===== config.mk =====
export PLATFORM = sky130hd
export DESIGN_NAME = breath_led_ctrl
export DESIGN_NICKNAME = d
export VERILOG_FILES = /design/src/rtl/breath_pkg.sv /design/src/rtl/breath_rst_sync.sv /design/src/rtl/breath_counter.sv /design/src/rtl/breath_sine_rom.sv /design/src/rtl/breath_pwm.sv /design/src/rtl/breath_led_ctrl.sv
export SDC_FILE = /design/constraint.sdc
export NUM_CORES = 1
export LEC_CHECK = 0
export ABC_AREA = 1
export CORE_MARGIN = 1.5
export CORE_UTILIZATION = 45
export CTS_BUF_LIST = sky130_fd_sc_hd__clkbuf_16
export DETAILED_ROUTE_END_ITERATION = 12
export PLACE_DENSITY_LB_ADDON = 0.15
export SLEW_MARGIN = 15
export SYNTH_ARGS = -nofsm -noshare
export SYNTH_HDL_FRONTEND = slang
export SYNTH_HIERARCHICAL = 1
export SYNTH_SLANG_ARGS = --single-unit

===== constraint.sdc =====
create_clock -name clk_i -period 2.5 [get_ports clk_i]
set_input_delay 0.375 -clock clk_i [delete_from_list [all_inputs] [get_ports clk_i]]
set_output_delay 0.375 -clock clk_i [all_outputs]
set_load 0.005 [all_outputs]

===== src/rtl/breath_pkg.sv =====
package breath_pkg;

    localparam real TWO_PI = 6.283185307179586;

    // Sine code for table slot idx: one full period across 2**abits slots,
    // scaled from [-1,1] onto [0, 2**dbits-1], rounded half up.
    function automatic int sine_code(input int idx, input int abits, input int dbits);
        real angle;
        real scaled;
        angle  = TWO_PI * real'(idx) / (2.0 ** abits);
        scaled = (1.0 + $sin(angle)) * ((2.0 ** dbits) - 1.0) / 2.0;
        return $rtoi(scaled + 0.5);
    endfunction

endpackage


===== src/rtl/breath_rst_sync.sv =====
module breath_rst_sync #(
    parameter int STAGES = 2
) (
    input  logic clk_i,
    input  logic req_i,
    output logic rst_o
);
    typedef struct packed {
        logic [STAGES-1:0] chain;
    } sync_t;

    sync_t s_d;
    sync_t s_q;

    always_comb begin
        s_d = s_q;
        if (req_i) begin
            s_d.chain = '1;
        end else begin
            s_d.chain = {s_q.chain[STAGES-2:0], 1'b0};
        end
    end

    always_ff @(posedge clk_i) begin
        s_q <= s_d;
    end

    assign rst_o = s_q.chain[STAGES-1];
endmodule


===== src/rtl/breath_counter.sv =====
module breath_counter #(
    parameter int WIDTH = 10
) (
    input  logic             clk_i,
    input  logic             rst_i,
    output logic [WIDTH-1:0] count_o
);
    typedef struct packed {
        logic [WIDTH-1:0] count;
    } cnt_t;

    cnt_t c_d;
    cnt_t c_q;

    always_comb begin
        c_d = c_q;
        if (rst_i) begin
            c_d.count = '0;
        end else begin
            c_d.count = c_q.count + 1'b1;
        end
    end

    always_ff @(posedge clk_i) begin
        c_q <= c_d;
    end

    assign count_o = c_q.count;
endmodule


===== src/rtl/breath_sine_rom.sv =====
module breath_sine_rom #(
    parameter int ADDR_W = 4,
    parameter int DATA_W = 4
) (
    input  logic              clk_i,
    input  logic [ADDR_W-1:0] addr_i,
    output logic [DATA_W-1:0] data_o
);
    localparam int DEPTH = 2 ** ADDR_W;

    typedef struct packed {
        logic [DATA_W-1:0] data;
    } rd_t;

    logic [DATA_W-1:0] table_w [DEPTH];
    rd_t r_d;
    rd_t r_q;

    for (genvar g = 0; g < DEPTH; g++) begin : g_entry
        assign table_w[g] = DATA_W'(breath_pkg::sine_code(g, ADDR_W, DATA_W));
    end

    always_comb begin
        r_d      = r_q;
        r_d.data = table_w[addr_i];
    end

    // Storage and read register carry no reset.
    always_ff @(posedge clk_i) begin
        r_q <= r_d;
    end

    assign data_o = r_q.data;
endmodule


===== src/rtl/breath_pwm.sv =====
module breath_pwm #(
    parameter int RES = 4
) (
    input  logic           clk_i,
    input  logic           rst_i,
    input  logic [RES-1:0] phase_i,
    input  logic [RES-1:0] duty_i,
    output logic           pwm_o
);
    localparam logic [RES-1:0] FULL = '1;

    typedef struct packed {
        logic out;
    } pwm_t;

    pwm_t p_d;
    pwm_t p_q;

    always_comb begin
        p_d = p_q;
        if (rst_i) begin
            p_d.out = 1'b0;
        end else if (duty_i == FULL) begin
            p_d.out = 1'b1;
        end else begin
            p_d.out = (phase_i < duty_i);
        end
    end

    always_ff @(posedge clk_i) begin
        p_q <= p_d;
    end

    assign pwm_o = p_q.out;
endmodule


===== src/rtl/breath_led_ctrl.sv =====
module breath_led_ctrl #(
    parameter int PWM_BITS    = 4,
    parameter int CNT_BITS    = 10,
    parameter int SYNC_STAGES = 2
) (
    input  logic clk_i,
    input  logic rst_i,
    output logic led_o
);
    localparam int ADDR_LSB = CNT_BITS - PWM_BITS;
    localparam logic [PWM_BITS-1:0] DUTY_MAX = '1;

    logic                rst_int;
    logic [CNT_BITS-1:0] cnt;
    logic [PWM_BITS-1:0] rom_addr;
    logic [PWM_BITS-1:0] phase;
    logic [PWM_BITS-1:0] duty;

    assign rom_addr = cnt[CNT_BITS-1:ADDR_LSB];
    assign phase    = cnt[PWM_BITS-1:0];

    breath_rst_sync #(.STAGES(SYNC_STAGES)) i_sync (
        .clk_i (clk_i),
        .req_i (rst_i),
        .rst_o (rst_int)
    );

    breath_counter #(.WIDTH(CNT_BITS)) i_cnt (
        .clk_i   (clk_i),
        .rst_i   (rst_int),
        .count_o (cnt)
    );

    breath_sine_rom #(.ADDR_W(PWM_BITS), .DATA_W(PWM_BITS)) i_rom (
        .clk_i  (clk_i),
        .addr_i (rom_addr),
        .data_o (duty)
    );

    breath_pwm #(.RES(PWM_BITS)) i_pwm (
        .clk_i   (clk_i),
        .rst_i   (rst_int),
        .phase_i (phase),
        .duty_i  (duty),
        .pwm_o   (led_o)
    );

    AST_RESET_DARK: assert property (@(posedge clk_i) disable iff (rst_i)
        rst_int |=> (!led_o && cnt == '0));

    AST_CNT_STEP: assert property (@(posedge clk_i) disable iff (rst_i || rst_int)
        1'b1 |=> (cnt == $past(cnt) + 1'b1));

    AST_DUTY_HOLD: assert property (@(posedge clk_i) disable iff (rst_i || rst_int)
        (rom_addr == $past(rom_addr)) |=> (duty == $past(duty)));

    AST_FULL_ON: assert property (@(posedge clk_i) disable iff (rst_i || rst_int)
        (duty == DUTY_MAX) |=> led_o);

    AST_ZERO_OFF: assert property (@(posedge clk_i) disable iff (rst_i || rst_int)
        (duty == '0) |=> !led_o);
endmodule


==> results of run 1 <==
[through the flow]
step / setup slack [ps] / utilization / hold WS, ps
global route: 1070 / 0.571 / 427
global placement: 1360 / 0.520 / 384
finish: 1100 / 0.571 / 397
detailed placement: 1330 / 0.520 / 387
CTS: 1090 / 0.571 / 399
floorplan: 1430 / - / 380
[per-layer routing]
| metal | up-vias | global-route usage |
|---|---|---|
| li1 | 338 | - |
| met3 | 0 | 0.0490 |
| met4 | 0 | 0.0727 |
| met2 | 7 | 0.274 |
| met5 | - | 0 |
| met1 | 266 | 0.186 |
[cells in the final DEF (no fill, tap or decap), drive strengths merged]
cell type,count
or2,1
clkdlybuf4s50,2
a21oi,7
clkinv,1
ha,4
clkbuf,3
nor2,16
o21ai,5
nand4,1
inv,18
nand3,6
o21a,1
nand2,29
xnor2,1
dfxtp,17
[registers in the layout, indices dropped and copies added, names as in the netlist]
signal	count
i_pwm/pwm_o	1
i_sync/s_q	2
i_cnt/count_o	10
i_rom/data_o	4
[final timing paths]
| path | from | end | slack, ps | cells past startpoint |
|---|---|---|---|---|
| setup / recovery | i_pwm/pwm_o | led_o | 1100 | 1 |
| hold / removal | i_sync/s_q[0] | i_sync/s_q[1] | 400 | 2 |
| hold reg to reg | i_sync/s_q[0] | i_sync/s_q[1] | 400 | 2 |
| setup reg to reg | i_cnt/count_o[0] | i_cnt/count_o[6] | 1320 | 6 |
[logic make-up after synthesis]
kind of cell               count (synthesis)  synth area share
and+or+nand+nor                           53             0.297
buffers and inverters                     18            0.0877
DFF                                       17             0.442
AOI/OAI and AO/OA                         13            0.0974
adders and majority gates                  4            0.0649
xor gates and xnor gates                   1            0.0114
[synth_stat cells]
| cell | count | area share |
|---|---|---|
| sky130_fd_sc_hd__ha_1 | 4 | 0.065 |
| sky130_fd_sc_hd__inv_1 | 18 | 0.088 |
| sky130_fd_sc_hd__nand4_1 | 1 | 0.0081 |
| sky130_fd_sc_hd__nor2_4 | 1 | 0.015 |
| sky130_fd_sc_hd__nand3_2 | 2 | 0.026 |
| sky130_fd_sc_hd__or2_0 | 1 | 0.0081 |
| sky130_fd_sc_hd__o21ai_1 | 2 | 0.013 |
| sky130_fd_sc_hd__o21ai_0 | 3 | 0.019 |
| sky130_fd_sc_hd__xnor2_1 | 1 | 0.011 |
| sky130_fd_sc_hd__dfxtp_1 | 17 | 0.44 |
| sky130_fd_sc_hd__nand2_1 | 29 | 0.14 |
| sky130_fd_sc_hd__o21a_1 | 1 | 0.0097 |
| sky130_fd_sc_hd__nor2_1 | 15 | 0.073 |
| sky130_fd_sc_hd__nand3_1 | 4 | 0.026 |
| sky130_fd_sc_hd__a21oi_1 | 5 | 0.032 |
| sky130_fd_sc_hd__a21oi_2 | 2 | 0.023 |
[power by group through the flow]
stage	logic [W]	registers, W	clock network [W]
final	0.0000130	0.000279	0.000314
after detailed placement	0.0000130	0.000285	0
after global placement	0.0000128	0.000284	0
after global routing	0.0000152	0.000279	0.000335
after floorplan	0.00000810	0.000284	0
after CTS	0.0000131	0.000279	0.000322
[cell type report]
cell class                      instances  area [sq um]
Sequential cell                        17           340
Inverter                               18          67.6
Multi-Input combinational cell         71           363
Tap cell                               16          20.0
Clock inverter                          1          5.00
Timing Repair Buffer                    2          20.0
Clock buffer                            3          75.1
Fill cell                             140           668
==> tab_implementation.tex, run 1 <==
\begin{tabular}{lr}
\hline
Metric & Value \\
\hline
\multicolumn{2}{l}{\textbf{Worst setup path}} \\
Signal arrival time at the worst endpoint & 1030 ps \\
Critical path class & register to primary output \\
Largest stage delay on the critical path & 480 ps \\
CP Capture Type & primary output \\
Cell-by-cell listing of the critical path & clkdlybuf4s50\_1 \\
Master of the slowest instance on the critical path & sky130\_fd\_sc\_hd\_\_clkdlybuf4s50\_1 \\
Worst Path Max Fanout & 1 \\
Family with the most delay on the worst path & buffers and inverters \\
Number of buffer and inverter instances along the worst setup path & 1 \\
Required time at the worst-slack endpoint & 2120 ps \\
Setup crit start kind & register \\
\multicolumn{2}{l}{\textbf{GRT}} \\
Total grt overflow & 0 \\
First-pass GRT wire length & 2300 um \\
Total GRT Usage & 0.161 \\
Maximum number of pins on one net before global-route repair & 11 \\
Vias in the first global route & 559 \\
Number of antenna violations at the first check in global routing & 0 \\
\multicolumn{2}{l}{\textbf{Clock network}} \\
H-tree lvl count & 1 \\
Maximum count of clock buffers along a single path & 2 \\
Clock slew at the register clock pins of the worst setup and hold paths & 50 ps \\
Number of buffers added by the clock tree synthesis step & 3 \\
Post CTS Setup Buffer Count & 0 \\
Number of gates given a new drive strength after cts & 0 \\
Count of hold buffers inserted by post-cts repair & 0 \\
Clock tree from TritonCTS & built \\
Root buffer selected by CTS & sky130\_fd\_sc\_hd\_\_clkbuf\_16 \\
Clock latency of the later-clocked register in the worst-skew pair & 240 ps \\
Number of clock sinks & 17 \\
\multicolumn{2}{l}{\textbf{Floorplanning}} \\
Chip height & 44.4 um \\
Area of the die & 1970 sq um \\
Horizontal die dimension & 44.4 um \\
CORE AREA & 1560 sq um \\
Row cnt & 14 \\
Initial core utilization & 0.494 \\
Count of boundary I/O pins & 3 \\
\multicolumn{2}{l}{\textbf{STA}} \\
Max Slew Vio Count & 0 \\
Min Clock Period, post-route & 1400 ps \\
Pin slew with the least headroom to its limit & 285 ps \\
RSZ-0062 raised after global routing & no \\
Maximum clock frequency & 0.714 GHz \\
Hold violation count in the final report & 0 \\
Max-slew headroom & 0.809 \\
Setup skew after layout & 2.21 ps \\
Tcrit/Tclk final & 0.560 \\
Setup violators final & 0 \\
Post-Route Setup TNS & 0 ps \\
\multicolumn{2}{l}{\textbf{Placed design}} \\
Total instance count after detailed placement & 124 \\
Final HPWL from detailed placement & 860 um \\
Port buffer count & 2 \\
Placer's final routability congestion estimate & 0.733 \\
Placed instance area & 811 sq um \\
\multicolumn{2}{l}{\textbf{Power}} \\
Power density of the placed cells & 680 nW/um\^{}2 \\
Cell Int Power & 0.000496 W \\
Relative contribution of sequential cells to total power & 0.460 \\
Logic gate share of total power & 0.021 \\
Switch Pwr & 0.000110 W \\
Clock group share of total power & 0.518 \\
Overall power after layout & 0.000606 W \\
Leakage power total & 0.388 nW \\
Worst supply voltage drop on vdd & 0.000503 V \\
Switching share of power & 0.182 \\
\multicolumn{2}{l}{\textbf{Logic synthesis}} \\
Count of yosys warnings during synthesis & 6 \\
Syn\_area\_per\_cell & 7.27 sq um \\
Mapped cell area & 771 sq um \\
Nets in the synthesized netlist & 112 \\
Sequential fraction of the synthesis area & 0.442 \\
Number of instances in the synthesized netlist & 106 \\
Unique masters post-synth & 16 \\
Register bit count reported by yosys & 17 \\
\multicolumn{2}{l}{\textbf{Layout}} \\
Layout-stage area growth over the synthesis result & 15.6\% \\
Final std cells w/o fill & 128 \\
Count of antenna diodes in the layout & 0 \\
Post-layout instance area & 891 sq um \\
Share of final-layout standard cells stronger than drive strength 1 & 0.0804 \\
Number of nets in the final layout & 119 \\
\multicolumn{2}{l}{\textbf{Routing}} \\
DR iter-0 viols & 9 \\
Highest signal layer in the routed design & met3 \\
Vias per inst & 4.77 \\
Met3 layer wire length in the routed design & 18 um \\
Wire length on met2 & 602 um \\
Number of optimization iterations in the first detailed-route pass & 6 \\
Post-detailed-route DRC marker count & 0 \\
Detailed-route wire length per cell & 9.73 um \\
Total wire length after detailed routing & 1250 um \\
Wire length on met1 & 624 um \\
Via count & 611 \\
Remaining antenna violation count & 0 \\
\multicolumn{2}{l}{\textbf{Flow run}} \\
Number of violations of the max-capacitance limit & 0 \\
\multicolumn{2}{l}{\textbf{Outcome}} \\
Outcome & completed \\
\multicolumn{2}{l}{\textbf{Min path}} \\
Tightest Hold Check Type & register to register \\
\hline
\end{tabular}
(Power assumes the default switching activity.)
==> run 2, diff against run 1 <==
clock period = 1.4 ns   (was 2.5 ns; I/O delays follow)
==> run 2 against run 1 <==
  * Clock skew decreased by 1.3 ps
  * Sequential share of layout area increased by 0.054 points
  * Non-clock buffer count unchanged
  * Worst hold slack about the same
  * Critical endpoint unchanged
  * Die area unchanged
  * Routed wire length decreased by 1.0%
  * Power increased by 77%
==> tab_implementation.tex, run 2 (synthesized netlist as in run 1, its figures left out) <==
\begin{tabular}{lr}
\hline
Metric & Value \\
\hline
\multicolumn{2}{l}{\textbf{STA}} \\
Setup skew after layout & 0.956 ps (-1.26 ps) \\
Max-slew headroom & 0.806 (-0.00302) \\
Pin slew with the least headroom to its limit & 290 ps (+4.52 ps) \\
Setup violators final & 0 (unchanged) \\
Tcrit/Tclk final & 0.895 \\
Maximum clock frequency & 0.798 GHz \\
RSZ-0062 raised after global routing & no \\
Hold violation count in the final report & 0 (unchanged) \\
Post-Route Setup TNS & 0 ps (unchanged) \\
Max Slew Vio Count & 0 (unchanged) \\
Min Clock Period, post-route & 1250 ps \\
Worst hold-check slack & 397 ps (-0.422 ps) \\
\multicolumn{2}{l}{\textbf{Layout}} \\
Fillers & 141 (+0.71\%) \\
Share of final-layout standard cells stronger than drive strength 1 & 0.0714 (-0.00893) \\
Max FFs per register & 10 (unchanged) \\
Leading cell type in the layout, fill and taps excluded & sky130\_fd\_sc\_hd\_\_nand2\_1 \\
Final core utilization & 0.571 (-0.000803) \\
Layout-stage area growth over the synthesis result & 15.4\% \\
Post-layout instance area & 890 sq um (-0.14\%) \\
Count of antenna diodes in the layout & 0 (unchanged) \\
Number of nets in the final layout & 119 (unchanged) \\
Most frequent cells in the layout & 29 x sky130\_fd\_sc\_hd\_\_nand2\_1, 19 x sky130\_fd\_sc\_hd\_\_inv\_1, 17 x sky130\_fd\_sc\_hd\_\_dfxtp\_1 \\
\multicolumn{2}{l}{\textbf{Min path}} \\
Tightest Hold Check Type & register to register \\
\multicolumn{2}{l}{\textbf{Routing}} \\
Total wire length after detailed routing & 1230 um (-1.0\%) \\
Via count & 614 (+0.49\%) \\
DR iter-0 viols & 17 (+8) \\
Vias per inst & 4.80 (+0.49\%) \\
Detailed-route wire length per cell & 9.63 um (-1.0\%) \\
Post-detailed-route DRC marker count & 0 (unchanged) \\
Remaining antenna violation count & 0 (unchanged) \\
Number of optimization iterations in the first detailed-route pass & 6 (unchanged) \\
\multicolumn{2}{l}{\textbf{Placed design}} \\
Placed instance area & 811 sq um (unchanged) \\
Final HPWL from detailed placement & 886 um (+3.0\%) \\
Placer's final routability congestion estimate & 0.738 (+0.64\%) \\
Port buffer count & 2 (unchanged) \\
\multicolumn{2}{l}{\textbf{Clock network}} \\
Number of buffers added by the clock tree synthesis step & 3 (unchanged) \\
Clock slew at the register clock pins of the worst setup and hold paths & 50 ps (about the same) \\
H-tree lvl count & 1 (unchanged) \\
Root buffer selected by CTS & sky130\_fd\_sc\_hd\_\_clkbuf\_16 \\
Maximum count of clock buffers along a single path & 2 (unchanged) \\
Clock tree from TritonCTS & built \\
Number of clock sinks & 17 (unchanged) \\
Count of hold buffers inserted by post-cts repair & 0 (unchanged) \\
Number of gates given a new drive strength after cts & 0 (unchanged) \\
Post CTS Setup Buffer Count & 0 (unchanged) \\
Clock latency of the later-clocked register in the worst-skew pair & 240 ps (about the same) \\
\multicolumn{2}{l}{\textbf{GRT}} \\
Vias in the first global route & 555 (-0.72\%) \\
Maximum number of pins on one net before global-route repair & 11 (unchanged) \\
Total grt overflow & 0 (unchanged) \\
Number of antenna violations at the first check in global routing & 0 (unchanged) \\
Total GRT Usage & 0.162 (+0.000300) \\
First-pass GRT wire length & 2270 um (-1.2\%) \\
\multicolumn{2}{l}{\textbf{Floorplanning}} \\
Initial core utilization & 0.494 (unchanged) \\
Row cnt & 14 (unchanged) \\
CORE AREA & 1560 sq um (unchanged) \\
Chip height & 44.4 um (unchanged) \\
Area of the die & 1970 sq um (unchanged) \\
Horizontal die dimension & 44.4 um (unchanged) \\
Count of boundary I/O pins & 3 (unchanged) \\
\multicolumn{2}{l}{\textbf{Power}} \\
Clock group share of total power & 0.513 (-0.005) \\
Relative contribution of sequential cells to total power & 0.465 (+0.005) \\
Leakage power total & 0.389 nW (+0.37\%) \\
Worst supply voltage drop on vdd & 0.000684 V (+36\%) \\
Overall power after layout & 0.00107 W (+77\%) \\
Logic gate share of total power & 0.022 (about the same) \\
Cell Int Power & 0.000882 W (+78\%) \\
Power density of the placed cells & 1210 nW/um\^{}2 (+77\%) \\
Switch Pwr & 0.000190 W (+72\%) \\
Switching share of power & 0.177 (-0.00490) \\
\multicolumn{2}{l}{\textbf{Worst setup path}} \\
Setup crit start kind & register \\
Critical path class & register to primary output \\
Number of buffer and inverter instances along the worst setup path & 1 (unchanged) \\
Required time at the worst-slack endpoint & 1190 ps (-930 ps) \\
Cell-by-cell listing of the critical path & clkdlybuf4s50\_1 \\
Largest stage delay on the critical path & 490 ps (about the same) \\
Master of the slowest instance on the critical path & sky130\_fd\_sc\_hd\_\_clkdlybuf4s50\_1 \\
CP Capture Type & primary output \\
Worst Path Max Fanout & 1 (unchanged) \\
Signal arrival time at the worst endpoint & 1040 ps (about the same) \\
Family with the most delay on the worst path & buffers and inverters \\
\multicolumn{2}{l}{\textbf{Outcome}} \\
Outcome & completed \\
\multicolumn{2}{l}{\textbf{Flow run}} \\
Number of violations of the max-capacitance limit & 0 (unchanged) \\
\hline
\end{tabular}
[run 2: cell types whose count changed in the layout (fill, tap and decap cells not counted), sizes merged]
cell / previous run / this run
inv: 18 / 19
clkinv: 1 / 0
[run 2: final timing paths]
check             slack, ps        startpoint  cells after the start                to
setup / recovery        150       i_pwm/pwm_o                      1             led_o
hold / removal          400     i_sync/s_q[0]                      2     i_sync/s_q[1]
setup reg to reg        240  i_cnt/count_o[0]                      6  i_cnt/count_o[6]
hold reg to reg         400     i_sync/s_q[0]                      2     i_sync/s_q[1]
[run 2: power groups by stage]
stage | Combinational [W] | Sequential [W] | Clock, W
final | 0.0000232 | 0.000499 | 0.000550
after global routing | 0.0000284 | 0.000499 | 0.000587
after CTS | 0.0000234 | 0.000499 | 0.000569
after detailed placement | 0.0000231 | 0.000508 | 0
after global placement | 0.0000229 | 0.000508 | 0
after floorplan | 0.0000145 | 0.000507 | 0
[run 2: area by class of cell]
type / instances / area [sq um] / share of cell area
clock buffer: 3 / 75.1 / 0.0844
tap: 16 / 20.0 / 0.0225
clock inverter: 1 / 3.75 / 0.00422
multi-input combinational: 71 / 363 / 0.408
inverter: 18 / 67.6 / 0.0759
timing repair buffer: 2 / 20.0 / 0.0225
sequential: 17 / 340 / 0.383
[run 2: per-stage QoR]
step           cells  worst slack (ps)
2_1_floorplan    106               334
3_3_place_gp     124               285
3_5_place_dp     124               251
4_1_cts          128               130
5_1_grt          128               112
6_report         128               147
[run 2: metal layers]
layer,GRT usage,vias up,wire [um]
met5,0,-,0
met4,0.0909,0,33
met3,0.0490,4,47
met2,0.250,9,566
met1,0.199,262,585
li1,-,339,-
==> run 3, diff against run 2 <==
GPL_TIMING_DRIVEN = 0   (was unset)
clock period = 1.1 ns   (was 1.4 ns; I/O delays follow)
==> run 3 against run 2 <==
  * Worst hold slack worse by 4.1 ps
  * Flip-flop and latch count stayed put
  * Global-route usage is 0.52 points higher
  * Clock skew hardly changed
  * Power is 27% higher
  * Final cell count is 1.6% higher
  * Critical path depth is 5 higher
  * Sequential power is 27% higher
  * Count of clock-buffer cells in the layout stayed put
  * Sequential share of layout area is 1.9 points lower
  * Critical endpoint is now i_cnt/count_o[6]
  * Largest cell class unchanged
==> tab_implementation.tex, run 3 (synthesized netlist as in run 1, its figures left out) <==
\begin{tabular}{lr}
\hline
Metric & Value \\
\hline
\multicolumn{2}{l}{\textbf{STA}} \\
Max-slew headroom & 0.860 (+0.0539) \\
Pin slew with the least headroom to its limit & 209 ps (-80.7 ps) \\
Max Slew Vio Count & 0 (unchanged) \\
Min Clock Period, post-route & 1030 ps \\
Setup skew after layout & 1.37 ps (+0.411 ps) \\
Maximum clock frequency & 0.967 GHz \\
Hold violation count in the final report & 0 (unchanged) \\
Least setup slack across all paths after layout & 65.8 ps (-81.4 ps) \\
Tcrit/Tclk final & 0.940 \\
Setup violators final & 0 (unchanged) \\
\multicolumn{2}{l}{\textbf{Min path}} \\
Tightest Hold Check Type & input pin to register \\
Min-Delay Path Depth & 1 (-1) \\
\multicolumn{2}{l}{\textbf{Clock network}} \\
H-tree lvl count & 1 (unchanged) \\
Clock slew at the register clock pins of the worst setup and hold paths & 50 ps (about the same) \\
Root buffer selected by CTS & sky130\_fd\_sc\_hd\_\_clkbuf\_16 \\
Clock latency of the later-clocked register in the worst-skew pair & 240 ps (about the same) \\
Number of buffers added by the clock tree synthesis step & 3 (unchanged) \\
Count of hold buffers inserted by post-cts repair & 0 (unchanged) \\
Maximum count of clock buffers along a single path & 2 (unchanged) \\
Clock tree from TritonCTS & built \\
Number of clock sinks & 17 (unchanged) \\
\multicolumn{2}{l}{\textbf{Worst setup path}} \\
Largest stage delay on the critical path & 380 ps (-110 ps) \\
Number of buffer and inverter instances along the worst setup path & 0 (-1) \\
Worst Path Max Fanout & 4 (+3) \\
Register-to-Register Path Depth & 6 (unchanged) \\
Logic depth of the worst path, buffers included & 6 (+5) \\
CP Capture Type & register \\
Most numerous cell on the critical path & sky130\_fd\_sc\_hd\_\_nand2\_1 \\
Family with the most delay on the worst path & simple AND/OR/NAND/NOR gates \\
Critical path class & register to register \\
Cell-by-cell listing of the critical path & ha\_4 > nand3\_4 > nor2\_4 > nand2\_1 > nand2\_1 > nor2\_1 \\
Required time at the worst-slack endpoint & 1240 ps (+50 ps) \\
Master of the slowest instance on the critical path & sky130\_fd\_sc\_hd\_\_dfxtp\_4 \\
Setup crit start kind & register \\
Signal arrival time at the worst endpoint & 1170 ps (+130 ps) \\
\multicolumn{2}{l}{\textbf{Floorplanning}} \\
Count of boundary I/O pins & 3 (unchanged) \\
Initial core utilization & 0.494 (unchanged) \\
Chip height & 44.4 um (unchanged) \\
Area of the die & 1970 sq um (unchanged) \\
CORE AREA & 1560 sq um (unchanged) \\
Horizontal die dimension & 44.4 um (unchanged) \\
Row cnt & 14 (unchanged) \\
\multicolumn{2}{l}{\textbf{Layout}} \\
Share of final-layout standard cells stronger than drive strength 1 & 0.237 (+0.165) \\
Post-layout instance area & 991 sq um (+11\%) \\
Most frequent cells in the layout & 29 x sky130\_fd\_sc\_hd\_\_nand2\_1, 18 x sky130\_fd\_sc\_hd\_\_inv\_1, 13 x sky130\_fd\_sc\_hd\_\_nor2\_1 \\
Leading cell type in the layout, fill and taps excluded & sky130\_fd\_sc\_hd\_\_nand2\_1 \\
Max FFs per register & 10 (unchanged) \\
Final core utilization & 0.636 (+0.0650) \\
Count of antenna diodes in the layout & 0 (unchanged) \\
Fillers & 135 (-4.3\%) \\
Number of nets in the final layout & 121 (+1.7\%) \\
Layout-stage area growth over the synthesis result & 28.6\% \\
\multicolumn{2}{l}{\textbf{Flow run}} \\
Number of violations of the max-capacitance limit & 0 (unchanged) \\
\multicolumn{2}{l}{\textbf{GRT}} \\
Vias in the first global route & 531 (-4.3\%) \\
Number of antenna violations at the first check in global routing & 0 (unchanged) \\
Maximum number of pins on one net before global-route repair & 11 (unchanged) \\
Total GRT Usage & 0.167 (+0.00522) \\
First-pass GRT wire length & 2200 um (-3.0\%) \\
Total grt overflow & 0 (unchanged) \\
\multicolumn{2}{l}{\textbf{Routing}} \\
Post-detailed-route DRC marker count & 0 (unchanged) \\
Remaining antenna violation count & 0 (unchanged) \\
Total wire length after detailed routing & 1300 um (+5.7\%) \\
Number of optimization iterations in the first detailed-route pass & 6 (unchanged) \\
Vias per inst & 4.78 (-0.42\%) \\
Wire length on met2 & 608 um (+7.4\%) \\
Highest signal layer in the routed design & met3 \\
Wire length on met1 & 647 um (+11\%) \\
Via count & 621 (+1.1\%) \\
DR iter-0 viols & 11 (-6) \\
Detailed-route wire length per cell & 10.0 um (+4.1\%) \\
Met3 layer wire length in the routed design & 46 um (-2.1\%) \\
\multicolumn{2}{l}{\textbf{Placed design}} \\
Final HPWL from detailed placement & 919 um (+3.7\%) \\
Pre-CTS WS & -82.7 ps (-334 ps) \\
Port buffer count & 2 (unchanged) \\
Placed instance area & 811 sq um (unchanged) \\
Placer's final routability congestion estimate & 0.687 (-6.8\%) \\
\multicolumn{2}{l}{\textbf{Power}} \\
Power density of the placed cells & 1380 nW/um\^{}2 (+14\%) \\
Overall power after layout & 0.00137 W (+27\%) \\
Worst supply voltage drop on vdd & 0.00166 V (+140\%) \\
Leakage power total & 0.405 nW (+4.1\%) \\
\multicolumn{2}{l}{\textbf{Outcome}} \\
Outcome & completed \\
\hline
\end{tabular}
run 3: cell count changes in the layout (fill, tap and decap cells not counted), sizes merged:
| cell | delta |
|---|---|
| buf | +2 |
| dlygate4sd2 | +1 |
| clkdlybuf4s50 | -1 |
run 3: final timing paths:
check / start / end / slack (ps)
setup / recovery: i_cnt/count_o[1] / i_cnt/count_o[6] / 70
hold / removal: rst_i / i_sync/s_q[0] / 390
setup reg to reg: i_cnt/count_o[1] / i_cnt/count_o[6] / 70
hold reg to reg: i_sync/s_q[0] / i_sync/s_q[1] / 400
run 3: cell type report:
| cell class | instances | area, sq um | area share |
|---|---|---|---|
| multi-input cells | 71 | 430 | 0.434 |
| flip-flops and latches | 17 | 360 | 0.364 |
| clock buffers | 3 | 75.1 | 0.0758 |
| inverters | 18 | 67.6 | 0.0682 |
| repair buffers | 4 | 33.8 | 0.0341 |
| well taps | 16 | 20.0 | 0.0202 |
| clock inverters | 1 | 3.75 | 0.00379 |
run 3: worst register-to-register path: cells and delay by family (launching register included):
kind | cells | cell delay, ps
simple gates | 5 | 390
fa+ha+maj | 1 | 160
flops | 1 | 380
run 3: timing repair:
action                                  4_1_cts  5_1_grt
pin swaps                                     0        4
cloned                                        0        0
endpoints found under the hold margin         0        0
setup buffers                                 0        2
resized for setup                             6       18
endpoints found under the setup margin        4        5
run 3: routing by layer:
layer,vias up,track usage
met5,-,0
met3,0,0.0735
met1,270,0.185
met4,0,0.127
met2,7,0.250
li1,344,-
run 3: power breakdown:
group / leakage [nW] / internal [W] / total, W / switching (W)
Clock: 0.0423 / 0.000482 / 0.000703 / 0.000221
Sequential: 0.143 / 0.000622 / 0.000632 / 0.0000106
Combinational: 0.220 / 0.0000159 / 0.0000306 / 0.0000148
run 3: through the flow:
step | TNS, ps | hold WS [ps] | std cells
after floorplan | 0 | 193 | 106
after global placement | -132 | 384 | 124
after detailed placement | -125 | 393 | 124
after CTS | 0 | 387 | 128
after global routing | -6.24 | 417 | 130
final | 0 | 393 | 130
